File: config.mk
export PLATFORM = sky130hd
export DESIGN_NAME = nand_cmd_seq
export DESIGN_NICKNAME = d
export VERILOG_FILES = /design/src/rtl/nand_seq_pkg.sv /design/src/rtl/nand_pulse_timer.sv /design/src/rtl/nand_rdy_sync.sv /design/src/rtl/nand_byte_pick.sv /design/src/rtl/nand_cmd_seq.sv
export SDC_FILE = /design/constraint.sdc
export NUM_CORES = 1
export LEC_CHECK = 0
export BUFFER_PORTS_ARGS = -buffer_cell sky130_fd_sc_hd__buf_2
export CORE_ASPECT_RATIO = 0.9
export CORE_MARGIN = 5
export CORE_UTILIZATION = 44
export CTS_BUF_LIST = sky130_fd_sc_hd__clkbuf_4 sky130_fd_sc_hd__clkbuf_8
export CTS_CLUSTER_SIZE = 28
export DETAILED_ROUTE_END_ITERATION = 6
export PLACE_DENSITY = 0.79
export SLEW_MARGIN = 20
export SYNTH_ARGS = -nofsm -noshare
export SYNTH_HDL_FRONTEND = slang
export SYNTH_SLANG_ARGS = --single-unit
File: constraint.sdc
create_clock -name clk -period 3 [get_ports clk]
set_input_delay 0.6 -clock clk [delete_from_list [all_inputs] [get_ports clk]]
set_output_delay 0.6 -clock clk [all_outputs]
set_load 0.02 [all_outputs]
File: src/rtl/nand_seq_pkg.sv
package nand_seq_pkg;

  localparam int B_CMD1  = 30;
  localparam int B_ADDR  = 29;
  localparam int B_PIO   = 28;
  localparam int B_TX    = 27;
  localparam int B_RX    = 26;
  localparam int B_CMD2  = 25;
  localparam int B_AFTER = 24;
  localparam int B_WAIT  = 16;
  localparam int B_GO    = 31;
  localparam int NSLOT   = 5;

  typedef enum logic [2:0] {
    PH_CMD1, PH_ADDR, PH_CMD2, PH_WAIT, PH_DATA, PH_NONE
  } phase_e;

  typedef enum logic [2:0] {
    S_IDLE, S_SETUP, S_WLO, S_WHI, S_GAP, S_RDY, S_RLO, S_RHI
  } st_e;

  typedef struct packed {
    logic [3:0] rr;
    logic [3:0] adl;
    logic [3:0] whr;
    logic [3:0] wb;
    logic [1:0] rsv;
    logic [1:0] cs;
    logic [1:0] rh;
    logic [1:0] wh;
    logic [3:0] rp;
    logic [3:0] wp;
  } tim_t;

  // Phase held in each slot of the sequence; the after bit swaps the tail.
  function automatic phase_e slot_phase(input logic [2:0] s, input logic after);
    case (s)
      3'd0:    return PH_CMD1;
      3'd1:    return PH_ADDR;
      3'd2:    return after ? PH_DATA : PH_CMD2;
      3'd3:    return after ? PH_CMD2 : PH_WAIT;
      3'd4:    return after ? PH_WAIT : PH_DATA;
      default: return PH_NONE;
    endcase
  endfunction

  function automatic logic phase_on(input phase_e p, input logic [31:0] c);
    case (p)
      PH_CMD1: return c[B_CMD1];
      PH_ADDR: return c[B_ADDR];
      PH_CMD2: return c[B_CMD2];
      PH_WAIT: return c[B_WAIT];
      PH_DATA: return c[B_PIO] & (c[B_TX] | c[B_RX]);
      default: return 1'b0;
    endcase
  endfunction

  // First enabled slot at or after 'from'; NSLOT when none is left.
  function automatic logic [2:0] find_slot(input logic [2:0] from, input logic [31:0] c);
    logic [2:0] r;
    r = 3'(NSLOT);
    for (int i = NSLOT - 1; i >= 0; i--) begin
      if (3'(i) >= from && phase_on(slot_phase(3'(i), c[B_AFTER]), c))
        r = 3'(i);
    end
    return r;
  endfunction

endpackage

File: src/rtl/nand_pulse_timer.sv
module nand_pulse_timer #(
  parameter int W = 5
) (
  input  logic         clk,
  input  logic         rst_n,
  input  logic         load,
  input  logic [W-1:0] load_val,
  output logic         zero
);
  logic [W-1:0] cnt, cnt_n;

  always_comb begin
    cnt_n = cnt;
    if (load)
      cnt_n = load_val;
    else if (cnt != '0)
      cnt_n = cnt - 1'b1;
  end

  always_ff @(posedge clk or negedge rst_n) begin
    if (!rst_n) cnt <= '0;
    else        cnt <= cnt_n;
  end

  assign zero = (cnt == '0);
endmodule

File: src/rtl/nand_rdy_sync.sv
module nand_rdy_sync #(
  parameter int N = 2
) (
  input  logic clk,
  input  logic rst_n,
  input  logic d,
  output logic q
);
  logic [N-1:0] sr;

  generate
    if (N == 1) begin : g_one
      always_ff @(posedge clk or negedge rst_n) begin
        if (!rst_n) sr <= '0;
        else        sr <= d;
      end
    end else begin : g_chain
      always_ff @(posedge clk or negedge rst_n) begin
        if (!rst_n) sr <= '0;
        else        sr <= {sr[N-2:0], d};
      end
    end
  endgenerate

  assign q = sr[N-1];
endmodule

File: src/rtl/nand_byte_pick.sv
module nand_byte_pick #(
  parameter int NB = 4,
  parameter int IW = (NB > 1) ? $clog2(NB) : 1
) (
  input  logic [8*NB-1:0] bytes,
  input  logic [IW-1:0]   idx,
  output logic [7:0]      b
);
  assign b = bytes[8*idx +: 8];
endmodule

File: src/rtl/nand_cmd_seq.sv
module nand_cmd_seq #(
  parameter int TMR_W  = 5,
  parameter int SYNC_N = 2
) (
  input  logic        clk,
  input  logic        rst_n,
  input  logic        cmd_wr,
  input  logic [31:0] cmd_wdata,
  input  logic [7:0]  cmd1_byte,
  input  logic [7:0]  cmd2_byte,
  input  logic [31:0] addr_lo,
  input  logic [31:0] addr_hi,
  input  logic [31:0] pio_tx,
  input  logic [31:0] timing,
  input  logic        bus_ready,
  input  logic [7:0]  bus_din,
  output logic [31:0] rx_data,
  output logic [7:0]  chip_en_n,
  output logic        cmd_latch,
  output logic        addr_latch,
  output logic        wr_strobe_n,
  output logic        rd_strobe_n,
  output logic [7:0]  bus_dout,
  output logic        bus_oe,
  output logic        busy,
  output logic        done
);
  import nand_seq_pkg::*;

  localparam logic [TMR_W-1:0] OFS_SETUP = TMR_W'(1);
  localparam logic [TMR_W-1:0] OFS_LONG  = TMR_W'(2);

  tim_t   tim;
  st_e    st, st_n;
  phase_e cur_ph, nxt_ph;
  logic [2:0]  pos, pos_n, bcnt, bcnt_n, adv_from, nxt;
  logic [31:0] cmd_q, rx_q;
  logic        done_q, done_n;
  logic        tmr_ld, tmr_zero, rdy_s;
  logic [TMR_W-1:0] tmr_val;
  logic        start, abort, adv, last_byte, cmd_ld, rx_clr, rx_cap, data_tx;
  logic [7:0]  addr_b, tx_b;
  logic        unused_bits;

  assign tim     = tim_t'(timing);
  assign start   = cmd_wr && cmd_wdata[B_GO] && (st == S_IDLE);
  assign abort   = cmd_wr && (cmd_wdata == 32'd0);
  assign data_tx = cmd_q[B_TX];
  assign cur_ph  = slot_phase(pos, cmd_q[B_AFTER]);
  assign adv_from = (st == S_SETUP) ? 3'd0 : pos + 3'd1;
  assign nxt     = find_slot(adv_from, cmd_q);
  assign nxt_ph  = slot_phase(nxt, cmd_q[B_AFTER]);

  always_comb begin
    case (cur_ph)
      PH_ADDR: last_byte = (bcnt == cmd_q[2:0]);
      PH_DATA: last_byte = (bcnt == {1'b0, cmd_q[21:20]});
      default: last_byte = 1'b1;
    endcase
  end

  nand_pulse_timer #(.W(TMR_W)) i_timer (
    .clk(clk), .rst_n(rst_n), .load(tmr_ld), .load_val(tmr_val), .zero(tmr_zero)
  );

  nand_rdy_sync #(.N(SYNC_N)) i_rdy_sync (
    .clk(clk), .rst_n(rst_n), .d(bus_ready), .q(rdy_s)
  );

  nand_byte_pick #(.NB(8)) i_addr_pick (
    .bytes({addr_hi, addr_lo}), .idx(bcnt), .b(addr_b)
  );

  nand_byte_pick #(.NB(4)) i_tx_pick (
    .bytes(pio_tx), .idx(bcnt[1:0]), .b(tx_b)
  );

  // Next-state logic
  always_comb begin
    st_n    = st;
    pos_n   = pos;
    bcnt_n  = bcnt;
    tmr_ld  = 1'b0;
    tmr_val = '0;
    done_n  = 1'b0;
    cmd_ld  = 1'b0;
    rx_clr  = 1'b0;
    rx_cap  = 1'b0;
    adv     = 1'b0;
    case (st)
      S_IDLE: if (start) begin
        st_n = S_SETUP; cmd_ld = 1'b1; rx_clr = 1'b1;
        tmr_ld = 1'b1; tmr_val = TMR_W'(tim.cs) + OFS_SETUP;
      end
      S_SETUP: if (tmr_zero) adv = 1'b1;
      S_WLO: if (tmr_zero) begin
        st_n = S_WHI; tmr_ld = 1'b1; tmr_val = TMR_W'(tim.wh);
      end
      S_WHI: if (tmr_zero) begin
        if (last_byte) adv = 1'b1;
        else begin
          bcnt_n = bcnt + 3'd1; st_n = S_WLO;
          tmr_ld = 1'b1; tmr_val = TMR_W'(tim.wp);
        end
      end
      S_GAP: if (tmr_zero) begin
        if (cur_ph == PH_WAIT) st_n = S_RDY;
        else if (data_tx) begin
          st_n = S_WLO; tmr_ld = 1'b1; tmr_val = TMR_W'(tim.wp);
        end else begin
          st_n = S_RLO; tmr_ld = 1'b1; tmr_val = TMR_W'(tim.rp);
        end
      end
      S_RDY: if (rdy_s) adv = 1'b1;
      S_RLO: if (tmr_zero) begin
        rx_cap = 1'b1; st_n = S_RHI; tmr_ld = 1'b1; tmr_val = TMR_W'(tim.rh);
      end
      S_RHI: if (tmr_zero) begin
        if (last_byte) adv = 1'b1;
        else begin
          bcnt_n = bcnt + 3'd1; st_n = S_RLO;
          tmr_ld = 1'b1; tmr_val = TMR_W'(tim.rp);
        end
      end
      default: st_n = S_IDLE;
    endcase

    if (adv) begin
      pos_n  = nxt;
      bcnt_n = 3'd0;
      case (nxt_ph)
        PH_CMD1, PH_CMD2, PH_ADDR: begin
          st_n = S_WLO; tmr_ld = 1'b1; tmr_val = TMR_W'(tim.wp);
        end
        PH_WAIT: begin
          st_n = S_GAP; tmr_ld = 1'b1; tmr_val = TMR_W'(tim.wb);
        end
        PH_DATA: begin
          st_n = S_GAP; tmr_ld = 1'b1;
          if (data_tx)
            tmr_val = TMR_W'(tim.adl) + OFS_LONG;
          else if (cmd_q[B_WAIT] && !cmd_q[B_AFTER])
            tmr_val = TMR_W'(tim.rr) + OFS_LONG;
          else
            tmr_val = TMR_W'(tim.whr);
        end
        default: begin
          st_n = S_IDLE; done_n = 1'b1;
        end
      endcase
    end

    if (abort) begin
      st_n   = S_IDLE;
      done_n = 1'b0;
    end
  end

  // State registers
  always_ff @(posedge clk or negedge rst_n) begin
    if (!rst_n) begin
      st     <= S_IDLE;
      pos    <= 3'd0;
      bcnt   <= 3'd0;
      done_q <= 1'b0;
    end else begin
      st     <= st_n;
      pos    <= pos_n;
      bcnt   <= bcnt_n;
      done_q <= done_n;
    end
  end

  always_ff @(posedge clk or negedge rst_n) begin
    if (!rst_n)      cmd_q <= '0;
    else if (cmd_ld) cmd_q <= cmd_wdata;
  end

  always_ff @(posedge clk or negedge rst_n) begin
    if (!rst_n)      rx_q <= '0;
    else if (rx_clr) rx_q <= '0;
    else if (rx_cap) rx_q[8*bcnt[1:0] +: 8] <= bus_din;
  end

  // Pin decode
  logic wr_ph;
  assign wr_ph       = (st == S_WLO) || (st == S_WHI);
  assign busy        = (st != S_IDLE);
  assign done        = done_q;
  assign rx_data     = rx_q;
  assign chip_en_n   = busy ? ~cmd_q[15:8] : 8'hFF;
  assign wr_strobe_n = (st != S_WLO);
  assign rd_strobe_n = (st != S_RLO);
  assign cmd_latch   = wr_ph && ((cur_ph == PH_CMD1) || (cur_ph == PH_CMD2));
  assign addr_latch  = wr_ph && (cur_ph == PH_ADDR);
  assign bus_oe      = wr_ph;

  always_comb begin
    case (cur_ph)
      PH_CMD1: bus_dout = cmd1_byte;
      PH_CMD2: bus_dout = cmd2_byte;
      PH_ADDR: bus_dout = addr_b;
      default: bus_dout = tx_b;
    endcase
  end

  assign unused_bits = ^{tim.rsv, cmd_q[31], cmd_q[23:22], cmd_q[19:17], cmd_q[7:3]};


  strobe_excl_chk: assert property (@(posedge clk) disable iff (!rst_n)
    !(!wr_strobe_n && !rd_strobe_n));

  latch_excl_chk: assert property (@(posedge clk) disable iff (!rst_n)
    !(cmd_latch && addr_latch));

  done_pulse_chk: assert property (@(posedge clk) disable iff (!rst_n)
    done |=> !done);

  done_idle_chk: assert property (@(posedge clk) disable iff (!rst_n)
    done |-> !busy);

  abort_idle_chk: assert property (@(posedge clk) disable iff (!rst_n)
    (cmd_wr && cmd_wdata == 32'd0) |=> (!busy && !done));

  idle_ce_chk: assert property (@(posedge clk) disable iff (!rst_n)
    !busy |-> (chip_en_n == 8'hFF));

  we_hold_chk: assert property (@(posedge clk) disable iff (!rst_n)
    (!wr_strobe_n && !abort) |=> ($stable(bus_dout) && $stable(cmd_latch) && $stable(addr_latch)));

  rdy_hold_chk: assert property (@(posedge clk) disable iff (!rst_n)
    (st == S_RDY && !rdy_s) |=> (st == S_RDY || st == S_IDLE));
endmodule

==> impl_metrics.py, run 1 <==
metrics = {
    "outcome": {
        "status": "complete, no violations",
    },
    "clock_network": {
        "clock_path_buffers": 2,
        "clk_pin_slew_ns": 0.08,
        "numClockSinks": 70,
        "cts_inserted_buffers": 9,
        "cts-htree-levels": 3,
        "worstSkewPairLatency_ns": 0.35,
        "cts_tree": "done",
        "clockRootBuffer": "clkbuf_8",
    },
    "place": {
        "dp_cells": 951,
        "dp.final_hpwl_mm": 14.8,
        "place.gp.congestion": 1.04,
        "dp_slack_ns": -0.170,
        "io_buffers": 240,
    },
    "global_routing": {
        "antenna_found_initial": 0,
        "grt_pass1_wl_mm": 29.2,
        "grt_pass1_vias": 5804,
        "grt_max_degree": 34,
        "grt.overflow.total": 0,
        "grt_usage": 0.250,
    },
    "die": {
        "die_y_um": 113,
        "initial_core_util": 0.450,
        "core-area_um2": 11500,
        "num_rows": 37,
        "die_area_um2": 14000,
        "pin_count": 243,
        "die_width_um": 124,
    },
    "setup_path": {
        "cp.required_ns": 2.40,
        "worstRegToRegCells": 10,
        "end_kind": "output pin",
        "startpoint_type": "register",
        "rrSetupSlack_ns": 0.16,
        "worst-path-max-fanout": 8,
        "rr_endpoint": "bcnt[2]",
        "path_class": "register to output pin",
        "cp.arrival_ns": 2.40,
        "rr_startpoint": "pos[1]",
    },
    "cells_and_area": {
        "drive_above_1_share": 0.447,
        "syn_to_final_growth_pct": 39.7,
        "nNetsFinal": 1023,
        "finalNonFillerCells": 982,
    },
    "timing": {
        "finalCritPeriodShare": 0.999,
        "fin_skew_ns": 0.0126,
        "period_needed_ns": 3.00,
        "final-max-slew-violation-count": 0,
        "finalSetupViolCount": 0,
        "rsz0062_at_grt": "true",
        "finalHoldViolations": 0,
        "layout_setup_ws_ns": 0.00199,
        "slew_headroom": 0.421,
        "worst_pin_slew_ns": 0.867,
        "fmax_ghz": 0.334,
    },
    "pwr": {
        "total_power_w": 0.00488,
        "power.leakage_nw": 3.47,
        "powerDensity_nw_per_um2": 676,
        "peakVddDrop_mv": 0.377,
    },
    "synth": {
        "synthAdderAreaFrac": 0.0363,
        "ys_ff_latch": 70,
        "synth_edf_count": 0,
        "yosys-mux-area-fraction": 0.144,
        "synth_top_family_by_area": "compound AO/OA/AOI/OAI gates",
        "synth_simple_gate_area_frac": 0.206,
        "async_reset_ff_frac": 1.00,
        "synthXorXnorAreaFrac": 0.0170,
        "synthCells": 549,
        "synth_cell_types": 71,
        "synth_ff_type": "dfrtp_1",
        "yosys_warnings": 0,
        "syn_area_per_cell_um2": 9.41,
        "syn_nets": 752,
        "ys_seq_area_frac": 0.339,
        "netlist_area_um2": 5170,
        "synth_compound_area_frac": 0.223,
    },
    "route": {
        "postRouteAntennaNets": 0,
        "vias_per_cell": 5.94,
        "drt_iter0_drc": 438,
        "met3_length_mm": 1.41,
        "remaining_drc_errors": 0,
        "drtPass1Iterations": 5,
        "route.final.wire_length_mm": 18.9,
        "wl_met2_mm": 9.72,
        "routed.top_layer": "met4",
        "wl_met1_mm": 7.31,
        "vias": 5831,
        "wl_per_cell_um": 19.2,
    },
    "worst_hold_path": {
        "holdCritPathClass": "input pin to async pin",
    },
    "flow_run": {
        "max_cap_viol_count": 0,
    },
}
synthesized netlist by cell type (8+ instances only):
library cell / n / share of area
a21oi_1: 27 / 0.026
a222oi_1: 8 / 0.016
a22o_1: 22 / 0.037
buf_2: 8 / 0.0078
clkbuf_1: 17 / 0.012
dfrtp_1: 70 / 0.34
ha_1: 15 / 0.036
inv_1: 16 / 0.012
mux2_2: 11 / 0.024
mux2i_1: 8 / 0.016
mux4_2: 24 / 0.10
nand2_1: 108 / 0.078
nand2b_1: 9 / 0.011
nand3_1: 8 / 0.0078
nor2_1: 34 / 0.025
nor3_1: 8 / 0.0078
o211ai_1: 9 / 0.013
o21ai_0: 23 / 0.022
xnor2_1: 8 / 0.014
metal layers:
layer | vias up | track usage
met5 | - | 0
met4 | 0 | 0.0789
met3 | 41 | 0.0467
met2 | 319 | 0.451
met1 | 2828 | 0.304
li1 | 2643 | -
kinds of logic after synthesis:
family,after synthesis
DFF,70
adders and majority gates,15
and+or+nand+nor,216
AOI/OAI and AO/OA,150
muxes,43
xor gates and xnor gates,10
buffers and inverters,45
worst max path at each step:
stage / from / slack, ns / cells after the start / to
2_1_floorplan: pos[2] / 0.003 / 10 / bus_dout[0]
3_3_place_gp: pos[0] / -0.09 / 9 / bus_dout[0]
3_5_place_dp: pos[0] / -0.17 / 9 / bus_dout[2]
4_1_cts: bcnt[0] / 0.0008 / 6 / bus_dout[2]
5_1_grt: pos[0] / -0.1 / 9 / bus_dout[2]
6_report: pos[0] / 0.002 / 9 / bus_dout[5]
registers in the layout, indices dropped and copies added (netlist names):
| name | flops |
|---|---|
| i_timer.cnt | 5 |
| st | 3 |
| cmd_q | 21 |
| rx_data | 32 |
| done | 1 |
| pos | 3 |
| i_rdy_sync.sr | 2 |
| bcnt | 3 |
placed cells by master (no fill, tap or decap), types with 9 or more instances in the layout:
cell type	count
ha_1	10
a22o_1	22
o211ai_1	9
buf_2	232
o21ai_0	23
buf_4	45
a21oi_1	25
nand2b_1	9
inv_1	13
clkbuf_8	9
dfrtp_1	67
mux4_2	24
nand2_1	108
nor2_1	33
mux2_2	10
repair_timing:
action,in CTS,in global routing
pin swaps,5,19
cloned,0,2
setup buffers,2,10
hold buffers,0,0
resized for setup,11,30
endpoints found under the setup margin,9,9
power breakdown:
part           internal [W]  switching [W]  total [W]
clock network      0.000399       0.000376   0.000775
registers           0.00102      0.0000912    0.00111
logic               0.00143        0.00157    0.00300
total               0.00285        0.00203    0.00488
through the flow:
stage	area [um2]	TNS, ns	util	hold WS, ns
after floorplan	5170	0	-	0.304
after global placement	6720	-0.646	0.585	0.332
after detailed placement	6720	-1.22	0.585	0.337
after CTS	6970	0	0.607	0.332
after global routing	7210	-0.545	0.628	0.339
final	7220	0	0.629	0.330
worst max-delay path, cell delays in order, from the launching register on:
cell	delay [ns]
dfrtp_2	0.46
ha_4	0.20
ha_4	0.16
nand2b_1	0.11
nand2b_1	0.07
a2111o_1	0.37
a21oi_4	0.28
a222oi_1	0.17
nand2_1	0.12
buf_6	0.13
layout make-up:
type	instances	area [um2]
inverters	17	66.3
diodes	1	2.50
repair buffers	288	1660
multi-input cells	434	3340
fillers	980	4260
well taps	156	195
clock buffers	10	131
clock inverters	6	70.1
flip-flops and latches	70	1760
Power figures use the tool's default switching activity.
==> run 2, diff against run 1 <==
Settings changed: GPL_TIMING_DRIVEN from default to 1, SETUP_SLACK_MARGIN from default to 0.05.
==> run 2 against run 1 <==
Net effect:
- fmax is 1.6% lower
- utilization grew 0.46 points
- first-iteration DRC count increased by 3.4%
- power grew 2.3%
- count of clock-buffer cells in the layout fell by 1
- register-to-register slack about the same
- via count down 1.3%
- worst hold slack lost 0.042 ns
- the flow now finishes with violations (setup timing)
- worst setup slack got worse by 0.048 ns
- clock skew fell by 0.0063 ns
==> impl_metrics.py, run 2 (same netlist as run 1, synthesis figures left out) <==
metrics = {
    "pwr": {
        "powerDensity_nw_per_um2": 687,
        "switching_power_w": 0.00210,
        "power_frac_comb": 0.633,
        "internal-power_w": 0.00290,
        "p_seq_frac": 0.219,
        "clock_power_share": 0.148,
        "switching_share": 0.420,
        "power.leakage_nw": 3.48,
        "peakVddDrop_mv": 0.353,
    },
    "cells_and_area": {
        "largest_reg_flops": 32,
        "syn_to_final_growth_pct": 40.7,
        "mostFrequentLayoutCell": "buf_2",
        "finalNonFillerCells": 976,
        "drive_above_1_share": 0.452,
        "antenna_cells": 0,
        "layout_common_cells": "buf_2 (232), nand2_1 (102), dfrtp_1 (68)",
        "nNetsFinal": 1019,
    },
    "route": {
        "wl_per_cell_um": 19.8,
        "drtPass1Iterations": 5,
        "vias_per_cell": 5.90,
        "vias": 5756,
        "drt_iter0_drc": 453,
        "remaining_drc_errors": 0,
        "route.final.wire_length_mm": 19.3,
        "postRouteAntennaNets": 0,
    },
    "die": {
        "initial_core_util": 0.450,
        "pin_count": 243,
        "die_area_um2": 14000,
        "die_y_um": 113,
        "die_width_um": 124,
        "num_rows": 37,
        "core-area_um2": 11500,
    },
    "setup_path": {
        "startpoint_type": "register",
        "path_class": "register to output pin",
        "worst-path-max-fanout": 8,
        "cp.arrival_ns": 2.45,
        "cp.required_ns": 2.40,
        "end_kind": "output pin",
    },
    "flow_run": {
        "max_cap_viol_count": 0,
    },
    "global_routing": {
        "grt_max_degree": 36,
        "grt_pass1_vias": 5915,
        "antenna_found_initial": 0,
        "grt_pass1_wl_mm": 30.7,
        "grt_most_used_layer": "met2",
        "use_met1": 0.348,
        "grt_use_met2": 0.443,
        "grt.overflow.total": 0,
        "grt_usage": 0.270,
        "use_met3": 0.0769,
    },
    "timing": {
        "finalHoldViolations": 0,
        "fmax_ghz": 0.328,
        "fin_skew_ns": 0.00625,
        "finalSetupTns_ns": -0.0776,
        "rsz0062_at_grt": "true",
        "worst_pin_slew_ns": 0.740,
        "period_needed_ns": 3.05,
        "slew_headroom": 0.506,
        "final-max-slew-violation-count": 0,
        "layout_setup_ws_ns": -0.0458,
        "finalCritPeriodShare": 1.02,
        "finalSetupViolCount": 2,
    },
    "worst_hold_path": {
        "holdCritPathClass": "input pin to async pin",
    },
    "clock_network": {
        "clk_pin_slew_ns": 0.07,
        "clock_path_buffers": 2,
        "cts_tree": "done",
        "numClockSinks": 70,
        "cts_inserted_buffers": 9,
        "cts-htree-levels": 3,
        "worstSkewPairLatency_ns": 0.35,
        "clockRootBuffer": "clkbuf_8",
    },
    "place": {
        "dp_slack_ns": 0.119,
        "place.gp.congestion": 0.925,
        "io_buffers": 240,
        "dp_cells": 951,
        "dp.final_hpwl_mm": 15.2,
    },
    "outcome": {
        "violations": "setup timing",
        "status": "complete, but fails checks",
    },
}
## run 2: changes by cell type in the layout (fill, tap and decap cells not counted), moves of 2 or more
| cell | before | now |
|---|---|---|
| nand2_1 | 108 | 102 |
| o311ai_4 | 0 | 2 |
| buf_12 | 1 | 5 |
| buf_4 | 45 | 34 |
| clkbuf_16 | 2 | 0 |
| nand2_2 | 0 | 6 |
| buf_6 | 8 | 12 |
| o311ai_2 | 2 | 0 |
| inv_6 | 2 | 0 |
| clkinv_2 | 0 | 2 |
## run 2: per-stage QoR
stage | util | hold WS [ns] | power (W) | instance area (um2)
6_report | 0.633 | 0.288 | 0.00500 | 7270
5_1_grt | 0.633 | 0.334 | 0.00527 | 7270
4_1_cts | 0.626 | 0.303 | 0.00480 | 7180
3_5_place_dp | 0.588 | 0.354 | 0.00368 | 6750
3_3_place_gp | 0.588 | 0.335 | 0.00363 | 6750
2_1_floorplan | - | 0.304 | 0.00280 | 5170
## run 2: area by class of cell
cell class / instances / area (um2)
multi-input cells: 434 / 3390
well taps: 156 / 195
inverters: 17 / 63.8
flip-flops and latches: 70 / 1750
repair buffers: 284 / 1680
clock buffers: 9 / 124
fillers: 1005 / 4210
clock inverters: 6 / 63.8
## run 2: final timing paths
path | slack, ns | startpoint | endpoint | cells after the start
worst max-delay path | -0.05 | pos[1] | bus_dout[5] | 8
worst min-delay path | 0.29 | rst_n | i_timer.cnt[0] | 1
worst max register to register | 0.15 | pos[1] | i_timer.cnt[3] | 11
worst min register to register | 0.37 | i_rdy_sync.sr[0] | i_rdy_sync.sr[1] | 0
max in group asynchronous | 2.07 | rst_n | rx_data[31] | 2
min in group clk | 0.35 | bus_ready | i_rdy_sync.sr[0] | 1
## run 2: power groups by stage
stage	Combinational (W)	Sequential (W)	Clock, W
6_report	0.00316	0.00109	0.000742
5_1_grt	0.00337	0.00110	0.000800
4_1_cts	0.00295	0.00109	0.000756
3_5_place_dp	0.00258	0.00110	0
3_3_place_gp	0.00254	0.00110	0
2_1_floorplan	0.00171	0.00109	0
## run 2: critical path: stages (launching register included)
cell and delay, ns:
dfrtp_1 0.40, inv_2 0.09, ha_4 0.20, nor4_4 0.32, a2111o_1 0.26, a21oi_4 0.09, a222oi_1 0.45, nand2_1 0.12
buf_6 0.15
## run 2: metal layers
layer	wire, um	vias up
met5	0	-
met4	471	0
met3	1510	40
met2	9300	268
met1	8050	2828
li1	-	2620
## run 2: timing repair
action / in CTS / in global routing
pin swaps: 10 / 9
endpoints found under the setup margin: 8 / 16
hold endpoints to repair: 0 / 0
hold buffers: 0 / 0
cloned: 1 / 0
gates resized for setup: 35 / 18
setup buffers: 9 / 0
